--- config.mk ---
export PLATFORM = sky130hd
export DESIGN_NAME = bus_break_unit
export DESIGN_NICKNAME = d
export VERILOG_FILES = /design/src/rtl/brk_pkg.sv /design/src/rtl/brk_addr_cmp.sv /design/src/rtl/brk_qual.sv /design/src/rtl/brk_data_cmp.sv /design/src/rtl/brk_channel.sv /design/src/rtl/bus_break_unit.sv
export SDC_FILE = /design/constraint.sdc
export NUM_CORES = 1
export LEC_CHECK = 0
export BUFFER_PORTS_ARGS = -buffer_cell sky130_fd_sc_hd__buf_2
export CAP_MARGIN = 20
export CORE_AREA = 5 5 119 121
export DETAILED_ROUTE_END_ITERATION = 8
export DIE_AREA = 0 0 124 126
export GPL_TIMING_DRIVEN = 0
export SYNTH_ARGS = -nofsm -noshare
export SYNTH_HDL_FRONTEND = slang
export SYNTH_SLANG_ARGS = --single-unit
export TNS_END_PERCENT = 100
--- constraint.sdc ---
create_clock -name clk -period 1.28 [get_ports clk]
set_clock_uncertainty 0.15 [all_clocks]
set_input_delay 0.384 -clock clk [delete_from_list [all_inputs] [get_ports clk]]
set_output_delay 0.384 -clock clk [all_outputs]
set_load 0.005 [all_outputs]
--- src/rtl/brk_pkg.sv ---
package brk_pkg;
    // bus cycle size codes
    localparam logic [1:0] BS_BYTE = 2'b00;
    localparam logic [1:0] BS_WORD = 2'b01;
    localparam logic [1:0] BS_LONG = 2'b10;

    // channel size qualifier codes
    localparam logic [1:0] QS_ANY  = 2'b00;
    localparam logic [1:0] QS_BYTE = 2'b01;
    localparam logic [1:0] QS_WORD = 2'b10;
    localparam logic [1:0] QS_LONG = 2'b11;

    localparam int NCH = 2;
endpackage

--- src/rtl/brk_addr_cmp.sv ---
module brk_addr_cmp
    import brk_pkg::*;
#(
    parameter int AW     = 32,
    parameter int EXT_AW = 27
) (
    input  logic [AW-1:0] pat,
    input  logic [AW-1:0] mask,
    input  logic [AW-1:0] addr,
    input  logic [1:0]    size,
    input  logic          ext,
    output logic          hit
);
    logic [AW-1:0] eff;
    logic [AW-1:0] care;

    always_comb begin
        eff  = addr;
        care = ~mask;
        if (ext) begin
            // the other master drives only the low address lines
            eff[AW-1:EXT_AW] = '0;
        end else begin
            unique case (size)
                BS_BYTE: ;
                BS_WORD: care[0] = 1'b0;
                default: care[1:0] = 2'b00;
            endcase
        end
        hit = ((eff ^ pat) & care) == '0;
    end
endmodule

--- src/rtl/brk_qual.sv ---
module brk_qual
    import brk_pkg::*;
(
    input  logic [1:0] q_rw,
    input  logic [1:0] q_kind,
    input  logic [1:0] q_size,
    input  logic       bus_write,
    input  logic       bus_fetch,
    input  logic [1:0] bus_size,
    input  logic       ext,
    output logic       ok
);
    logic rw_ok;
    logic kind_ok;
    logic size_ok;

    always_comb begin
        rw_ok   = bus_write ? q_rw[1] : q_rw[0];
        // external cycles are always data accesses
        kind_ok = (bus_fetch && !ext) ? q_kind[0] : q_kind[1];
        if (ext || q_size == QS_ANY) begin
            size_ok = 1'b1;
        end else begin
            unique case (q_size)
                QS_BYTE: size_ok = (bus_size == BS_BYTE);
                QS_WORD: size_ok = (bus_size == BS_WORD);
                default: size_ok = bus_size[1];
            endcase
        end
        ok = rw_ok && kind_ok && size_ok;
    end
endmodule

--- src/rtl/brk_data_cmp.sv ---
module brk_data_cmp
    import brk_pkg::*;
#(
    parameter int DW = 32
) (
    input  logic          en,
    input  logic [DW-1:0] pat,
    input  logic [DW-1:0] mask,
    input  logic [DW-1:0] data,
    input  logic [1:0]    q_size,
    output logic          hit
);
    localparam int HALF = DW / 2;

    logic [DW-1:0] care;

    always_comb begin
        care = ~mask;
        if (q_size == QS_BYTE || q_size == QS_WORD) begin
            care[DW-1:HALF] = '0;
        end
        hit = !en || (((data ^ pat) & care) == '0);
    end
endmodule

--- src/rtl/brk_channel.sv ---
module brk_channel
    import brk_pkg::*;
#(
    parameter int AW     = 32,
    parameter int DW     = 32,
    parameter int EXT_AW = 27
) (
    input  logic          live,
    input  logic [AW-1:0] bus_addr,
    input  logic [DW-1:0] bus_data,
    input  logic [1:0]    bus_size,
    input  logic          bus_write,
    input  logic          bus_fetch,
    input  logic          bus_ext,
    input  logic [AW-1:0] c_addr,
    input  logic [AW-1:0] c_mask,
    input  logic [1:0]    c_rw,
    input  logic [1:0]    c_kind,
    input  logic [1:0]    c_size,
    input  logic          c_den,
    input  logic [DW-1:0] c_data,
    input  logic [DW-1:0] c_dmask,
    output logic          hit
);
    logic addr_hit;
    logic qual_ok;
    logic data_hit;

    brk_addr_cmp #(.AW(AW), .EXT_AW(EXT_AW)) u_addr (
        .pat  (c_addr),
        .mask (c_mask),
        .addr (bus_addr),
        .size (bus_size),
        .ext  (bus_ext),
        .hit  (addr_hit)
    );

    brk_qual u_qual (
        .q_rw      (c_rw),
        .q_kind    (c_kind),
        .q_size    (c_size),
        .bus_write (bus_write),
        .bus_fetch (bus_fetch),
        .bus_size  (bus_size),
        .ext       (bus_ext),
        .ok        (qual_ok)
    );

    brk_data_cmp #(.DW(DW)) u_data (
        .en     (c_den),
        .pat    (c_data),
        .mask   (c_dmask),
        .data   (bus_data),
        .q_size (c_size),
        .hit    (data_hit)
    );

    assign hit = live && qual_ok && addr_hit && data_hit;
endmodule

--- src/rtl/bus_break_unit.sv ---
module bus_break_unit
    import brk_pkg::*;
#(
    parameter int AW     = 32,
    parameter int DW     = 32,
    parameter int EXT_AW = 27
) (
    input  logic          clk,
    input  logic          rst_n,
    input  logic          bus_valid,
    input  logic [AW-1:0] bus_addr,
    input  logic [DW-1:0] bus_data,
    input  logic [1:0]    bus_size,
    input  logic          bus_write,
    input  logic          bus_fetch,
    input  logic          bus_ext,
    input  logic          ext_enable,
    input  logic [AW-1:0] a_addr,
    input  logic [AW-1:0] a_mask,
    input  logic [1:0]    a_rw,
    input  logic [1:0]    a_kind,
    input  logic [1:0]    a_size,
    input  logic          a_after,
    input  logic [AW-1:0] b_addr,
    input  logic [AW-1:0] b_mask,
    input  logic [1:0]    b_rw,
    input  logic [1:0]    b_kind,
    input  logic [1:0]    b_size,
    input  logic          b_after,
    input  logic [DW-1:0] b_data,
    input  logic [DW-1:0] b_dmask,
    input  logic          b_data_en,
    input  logic          clr_a,
    input  logic          clr_b,
    output logic          flag_a,
    output logic          flag_b,
    output logic          break_req,
    output logic          break_after,
    output logic [AW-1:0] break_addr
);
    typedef struct packed {
        logic [NCH-1:0] flag;
        logic           req;
        logic           after;
        logic [AW-1:0]  baddr;
    } state_t;

    state_t state_d, state_q;

    logic [AW-1:0]  ch_addr  [NCH];
    logic [AW-1:0]  ch_mask  [NCH];
    logic [1:0]     ch_rw    [NCH];
    logic [1:0]     ch_kind  [NCH];
    logic [1:0]     ch_size  [NCH];
    logic           ch_den   [NCH];
    logic [DW-1:0]  ch_data  [NCH];
    logic [DW-1:0]  ch_dmask [NCH];
    logic [NCH-1:0] ch_after;
    logic [NCH-1:0] clr;
    logic [NCH-1:0] hit;
    logic           live;

    // channel A has no data compare: tie it open
    assign ch_addr[0]  = a_addr;
    assign ch_mask[0]  = a_mask;
    assign ch_rw[0]    = a_rw;
    assign ch_kind[0]  = a_kind;
    assign ch_size[0]  = a_size;
    assign ch_den[0]   = 1'b0;
    assign ch_data[0]  = '0;
    assign ch_dmask[0] = '1;
    assign ch_addr[1]  = b_addr;
    assign ch_mask[1]  = b_mask;
    assign ch_rw[1]    = b_rw;
    assign ch_kind[1]  = b_kind;
    assign ch_size[1]  = b_size;
    assign ch_den[1]   = b_data_en;
    assign ch_data[1]  = b_data;
    assign ch_dmask[1] = b_dmask;
    assign ch_after    = {b_after, a_after};
    assign clr         = {clr_b, clr_a};

    assign live = bus_valid && (!bus_ext || ext_enable);

    for (genvar c = 0; c < NCH; c++) begin : g_ch
        brk_channel #(.AW(AW), .DW(DW), .EXT_AW(EXT_AW)) u_ch (
            .live      (live),
            .bus_addr  (bus_addr),
            .bus_data  (bus_data),
            .bus_size  (bus_size),
            .bus_write (bus_write),
            .bus_fetch (bus_fetch),
            .bus_ext   (bus_ext),
            .c_addr    (ch_addr[c]),
            .c_mask    (ch_mask[c]),
            .c_rw      (ch_rw[c]),
            .c_kind    (ch_kind[c]),
            .c_size    (ch_size[c]),
            .c_den     (ch_den[c]),
            .c_data    (ch_data[c]),
            .c_dmask   (ch_dmask[c]),
            .hit       (hit[c])
        );
    end

    always_comb begin
        state_d     = state_q;
        state_d.req = |hit;
        for (int c = 0; c < NCH; c++) begin
            if (clr[c]) state_d.flag[c] = 1'b0;
            if (hit[c]) state_d.flag[c] = 1'b1;
        end
        if (|hit) begin
            // lowest channel wins the tag
            state_d.after = hit[0] ? ch_after[0] : ch_after[1];
            state_d.baddr = bus_addr;
        end
    end

    always_ff @(posedge clk or negedge rst_n) begin
        if (!rst_n) state_q <= '0;
        else        state_q <= state_d;
    end

    assign flag_a      = state_q.flag[0];
    assign flag_b      = state_q.flag[1];
    assign break_req   = state_q.req;
    assign break_after = state_q.after;
    assign break_addr  = state_q.baddr;
endmodule

==> results of run 1 <==
synthesized netlist by cell type (all sizes together):
cell type   n  area share, %
nor2       22            2.6
nor4       18            3.4
nand4       3           0.57
a2111oi     2           0.54
a221o       1           0.31
o221ai      4            1.1
mux2i       3           0.92
o21ba       1           0.31
o21ai       2           0.31
and4        1           0.27
o32ai       3           0.80
a21oi       1           0.15
and3        1           0.19
buf         4            1.3
nand3       2           0.31
nor3b       1           0.23
nand2b      1           0.19
dfrtp      36             28
nor4b       2           0.73
ha          6            2.3
or4         1           0.23
nor2b       8            1.6
a21boi      1           0.23
mux2       34             15
xnor2      96             26
nand2       1           0.11
inv         8           0.92
o22ai      46            8.8
nor3        9            1.4
or3         3           0.57
o22a        1           0.27
o2111ai     3           0.80
or3b        1           0.27
final cells by class:
| type | instances | share of cell area (%) |
|---|---|---|
| Tap cell | 176 | 3.66 |
| Clock inverter | 3 | 0.707 |
| Multi-Input combinational cell | 278 | 43.9 |
| Sequential cell | 36 | 15.0 |
| Buffer | 4 | 1.33 |
| Inverter | 8 | 0.791 |
| Timing Repair Buffer | 356 | 32.6 |
| Clock buffer | 5 | 2.08 |
worst paths after layout:
check / from / end / slack (ps) / cells after the start
worst max register to register: break_addr[10] / break_addr[10] / 140 / 3
worst min register to register: break_addr[30] / break_addr[30] / 360 / 1
max in group asynchronous: rst_n / break_addr[0] / 340 / 1
min in group clk: clr_b / flag_b / 120 / 2
worst max-delay path: bus_addr[13] / break_addr[12] / -1200 / 10
worst min-delay path: rst_n / break_addr[16] / 70 / 1
power by group:
group	internal, mW	switching (mW)	leakage [nW]
clock	0.915	0.510	0.0798
sequential	1.14	0.000657	0.503
combinational	0.787	0.712	2.55
total	2.84	1.22	3.13
critical path, stage by stage:
cell and delay [ps]:
buf_2 130, xnor2_1 280, o22ai_1 140, nor4_1 300, nand4_1 260, nor4b_4 350
nor2_4 70, buf_6 140, buf_12 140, mux2_4 290
per-stage QoR:
step / hold WS [ps] / instance area, µm² / instances
after floorplan: -61.6 / 3360 / 326
after global placement: 335 / 5160 / 819
after detailed placement: 337 / 5160 / 819
after CTS: 101 / 5790 / 855
after global routing: 122 / 6010 / 866
final: 73.4 / 6010 / 866
logic make-up after synthesis:
| group | count (synthesis) |
|---|---|
| fa+ha+maj | 6 |
| flops | 36 |
| buf+inv | 12 |
| compound gates | 65 |
| simple gates | 74 |
| mux | 37 |
| xor+xnor | 96 |
state kept, by name, indices dropped and copies added, names as in the netlist:
| register | cells |
|---|---|
| break_addr | 32 |
| break_after | 1 |
| flag_b | 1 |
| break_req | 1 |
| flag_a | 1 |
routing by layer:
metal	wire length [µm]	GRT usage [%]	part of all wire, %
met1	6280	23.4	37
met2	9050	38.7	53
met3	1400	3.27	8.2
met4	225	3.93	1.3
met5	0	0	0
placed cells by master, fill, tap and decap left out, drive strengths merged, types with 2 or more instances in the layout:
master / instances
buf: 359
xnor2: 96
o22ai: 46
dfrtp: 36
mux2: 34
nor2: 22
nor4: 18
nor3: 9
nor2b: 8
inv: 8
ha: 6
clkbuf: 6
o221ai: 4
nand4: 3
mux2i: 3
or3: 3
o2111ai: 3
o32ai: 3
nand3: 2
a2111oi: 2
o21ai: 2
nor4b: 2
repair_timing:
| action | in CTS | in global routing |
|---|---|---|
| pin swaps | 9 | 17 |
| setup endpoints to repair | 72 | 72 |
| gates cloned | 2 | 0 |
| resized for setup | 40 | 29 |
| buffers inserted | 26 | 12 |
==> results_dict.tcl, run 1 <==
set metrics [dict create \
    status "complete, but fails checks" \
    violations "setup timing" \
    synthCells 326 \
    syn_to_final_growth_pct 83.8 \
    grt.overflow.total 0 \
    fin_crit_ps 2480 \
    synth_xor_xnor_area_share_pct 25.7 \
    dpl_worst_slack_ps -2080 \
    fin_nets 977 \
    drtPass1Iterations 4 \
    synth_top_family_by_area "XOR/XNOR gates" \
    cp_max_fo 10 \
    track_usage_pct 20.3 \
    slew-limit-headroom_pct 40.2 \
    ios 318 \
    route.detailed.drc 0 \
    tightest_slew_ps 896 \
    synth_area_per_cell_um2 10.0 \
    grt_max_degree 37 \
    fmax_ghz 0.403 \
    power.density_nw_per_um2 676 \
    finalHoldViolations 0 \
    cts-root-buf "clkbuf_16" \
    rsz0062_at_grt "true" \
    finalMaxSlewViolations 0 \
    synth_compound_area_share_pct 13.6 \
    total_power_mw 4.06 \
    arrival_ps 2500 \
    drive_above_1_share_pct 65.7 \
    syn_nets 614 \
    multi_input_area_um2 2640 \
    leakagePower_nw 3.13 \
    grt_antenna_before_repair 0 \
    yosysSeqAreaShare_pct 27.5 \
    start_util_pct 25.2 \
    rows 42 \
    cts_tree "done" \
    synthAdderAreaFrac_pct 2.29 \
    wire_per_inst_um 19.6 \
    startpoint_type "input port" \
    die-area_um2 15600 \
    yosysUniqueCellTypes 38 \
    ys.warnings.count 0 \
    routed_wl_mm 17.0 \
    coreArea_um2 13000 \
    dp_hpwl_mm 14.6 \
    cts_buffers 5 \
    synth-simple-area-share_pct 12.7 \
    ant_nets 0 \
    grt_first_pass_wirelength_mm 23.8 \
    synthMuxAreaShare_pct 16.1 \
    seqCellArea_um2 901 \
    cp-end-kind "register" \
    antenna_cells 0 \
    fin_ws_ps -1200 \
    h-tree-depth 2 \
    synth_seq_cells 36 \
    vias 4113 \
    viasPerCell 4.75 \
    required_ps 1300 \
    syn_area_um2 3270 \
    crit_type "input port to register" \
    first_iter_violations 110 \
    setup_viol 72 \
    path_clk_slew_ps 60 \
    hold_buffers 0 \
    maxCapViolations 0 \
    cts.path.max_buffers 2 \
    die_x_um 124 \
    port_buffers 317 \
    dieHeight_um 126 \
    fin_tns_setup_ps -43450 \
    clkSinkCount 36 \
    clock_latency_ps 280 \
    peakVddDrop_mv 0.367 \
    n_fill_cell 1258 \
    grt_pass1_vias 4413 \
    gp_congestion 0.905 \
    holdCritPathClass "input port to async pin" \
    period_share_pct 194 \
    final_util_pct 46.3 \
]
Note: power is estimated with default switching activity, not from simulation.
==> run 2, diff against run 1 <==
==> constraint.sdc (replaced) <==
create_clock -name clk -period 1.28 [get_ports clk]
set_clock_uncertainty 0.15 [all_clocks]
set_input_delay 0.064 -clock clk [delete_from_list [all_inputs] [get_ports clk]]
set_output_delay 0.064 -clock clk [all_outputs]
set_load 0.005 [all_outputs]
==> results_dict.tcl, run 2 (synthesized netlist as in run 1, its figures left out) <==
set metrics [dict create \
    status "complete, but fails checks" \
    violations "setup timing" \
    final_util_pct 47.5 \
    ios 318 \
    path_clk_slew_ps 60 \
    maxCapViolations 0 \
    fin_crit_ps 2200 \
    viasPerCell 4.74 \
    cp-end-kind "register" \
    rows 42 \
    power.switching_mw 1.25 \
    post_dp_cell_area_um2 5160 \
    dpl_worst_slack_ps -1760 \
    period_share_pct 172 \
    slew-limit-headroom_pct 63.0 \
    holdCritPathClass "input port to register" \
    finalMaxSlewViolations 0 \
    grt_pass1_vias 4579 \
    first_iter_violations 120 \
    setup_viol 36 \
    hold_slack_ps 10.6 \
    cts_tree "done" \
    fmax_ghz 0.454 \
    die_x_um 124 \
    final_cell_mix "buf_2 (313), xnor2_1 (81), o22ai_1 (45), dfrtp_1 (36), dlygate4sd3_1 (35)" \
    power.share.combinational_pct 37.9 \
    clkSinkCount 36 \
    power.density_nw_per_um2 674 \
    die-area_um2 15600 \
    tightest_slew_ps 555 \
    crit_type "input port to register" \
    drive_above_1_share_pct 60.8 \
    rsz0062_at_grt "true" \
    h-tree-depth 2 \
    dp.cells 819 \
    n_fill_cell 1232 \
    power.internal_mw 2.91 \
    gp_congestion 0.905 \
    syn_to_final_growth_pct 88.4 \
    arrival_ps 2220 \
    routed_wl_mm 17.2 \
    grt_antenna_before_repair 0 \
    port_buffers 317 \
    cts.path.max_buffers 2 \
    vias 4159 \
    grt.overflow.total 0 \
    cp_max_fo 5 \
    dp_hpwl_mm 14.6 \
    required_ps 1300 \
    cts-root-buf "clkbuf_16" \
    leakagePower_nw 3.14 \
    instances_no_fill 877 \
    seq_power_share_pct 27.4 \
    drtPass1Iterations 4 \
    grt_max_degree 37 \
    fin_nets 988 \
    clock_latency_ps 280 \
    p_clk_share_pct 34.6 \
    startpoint_type "input port" \
    start_util_pct 25.2 \
    switching_share_pct 30.0 \
    final_common_cell "buf_2" \
    track_usage_pct 20.7 \
    wire_per_inst_um 19.6 \
    cts_buffers 5 \
    dieHeight_um 126 \
    grt_first_pass_wirelength_mm 24.4 \
    fin_ws_ps -921 \
    ant_nets 0 \
    stdcell_area_um2 6170 \
    route.detailed.drc 0 \
    coreArea_um2 13000 \
    largest_register_ffs 32 \
    peakVddDrop_mv 0.364 \
    finalHoldViolations 0 \
    antenna_cells 0 \
]
==> run 2: path summary, 6_finish.rpt <==
kind	to	cells past startpoint	slack, ps	start
min	break_addr[23]	2	10	bus_addr[23]
min reg2reg	break_addr[22]	1	360	break_addr[22]
max in group asynchronous	break_addr[0]	2	420	rst_n
max reg2reg	break_after	2	240	break_after
max	break_addr[20]	10	-920	bus_addr[13]
min in group asynchronous	break_addr[16]	2	180	rst_n
==> run 2: metrics by stage <==
| stage | setup TNS (ps) | total power, mW |
|---|---|---|
| after floorplan | -26440 | 1.75 |
| after global placement | -60240 | 2.46 |
| after detailed placement | -60710 | 2.49 |
| after CTS | -30040 | 4.12 |
| after global routing | -32790 | 4.35 |
| final | -31530 | 4.15 |
==> run 2: area by class of cell <==
cell class / instances / area, µm² / area share (%)
buffer: 4 / 80.1 / 1.30
clock buffer: 5 / 125 / 2.03
inverter: 8 / 47.5 / 0.771
multi-input combinational: 278 / 2620 / 42.6
timing repair buffer: 367 / 2130 / 34.5
tap: 176 / 220 / 3.57
sequential: 36 / 901 / 14.6
clock inverter: 3 / 42.5 / 0.690
==> run 2: timing repair <==
action                                  4_1_cts  5_1_grt
hold buffers                                 35        0
pin swaps                                     9       12
cloned                                        2        0
gates resized for setup                      40       24
endpoints found under the setup margin       36       72
hold endpoints to repair                     70        0
buffers inserted                             10        4
==> run 2: power groups by stage <==
stage                     sequential (mW)  combinational (mW)  clock, mW
final                                1.14                1.58       1.44
after global routing                 1.14                1.70       1.51
after CTS                            1.14                1.51       1.47
after detailed placement             1.16                1.33          0
after global placement               1.16                1.30          0
after floorplan                      1.16               0.586          0
==> run 2: layer usage <==
layer | GRT usage (%) | up-vias | part of all wire [%]
li1 | - | 1975 | -
met1 | 23.6 | 1948 | 37
met2 | 39.5 | 216 | 53
met3 | 3.32 | 20 | 8.2
met4 | 4.90 | 0 | 1.8
met5 | 0 | - | 0
==> run 2: critical path: stages <==
cell,delay (ps)
buf_2,130
xnor2_1,290
o22ai_1,140
nor4_1,300
nand4_1,280
nor4b_4,360
nor2_4,70
buf_6,150
buf_12,140
mux2_4,290
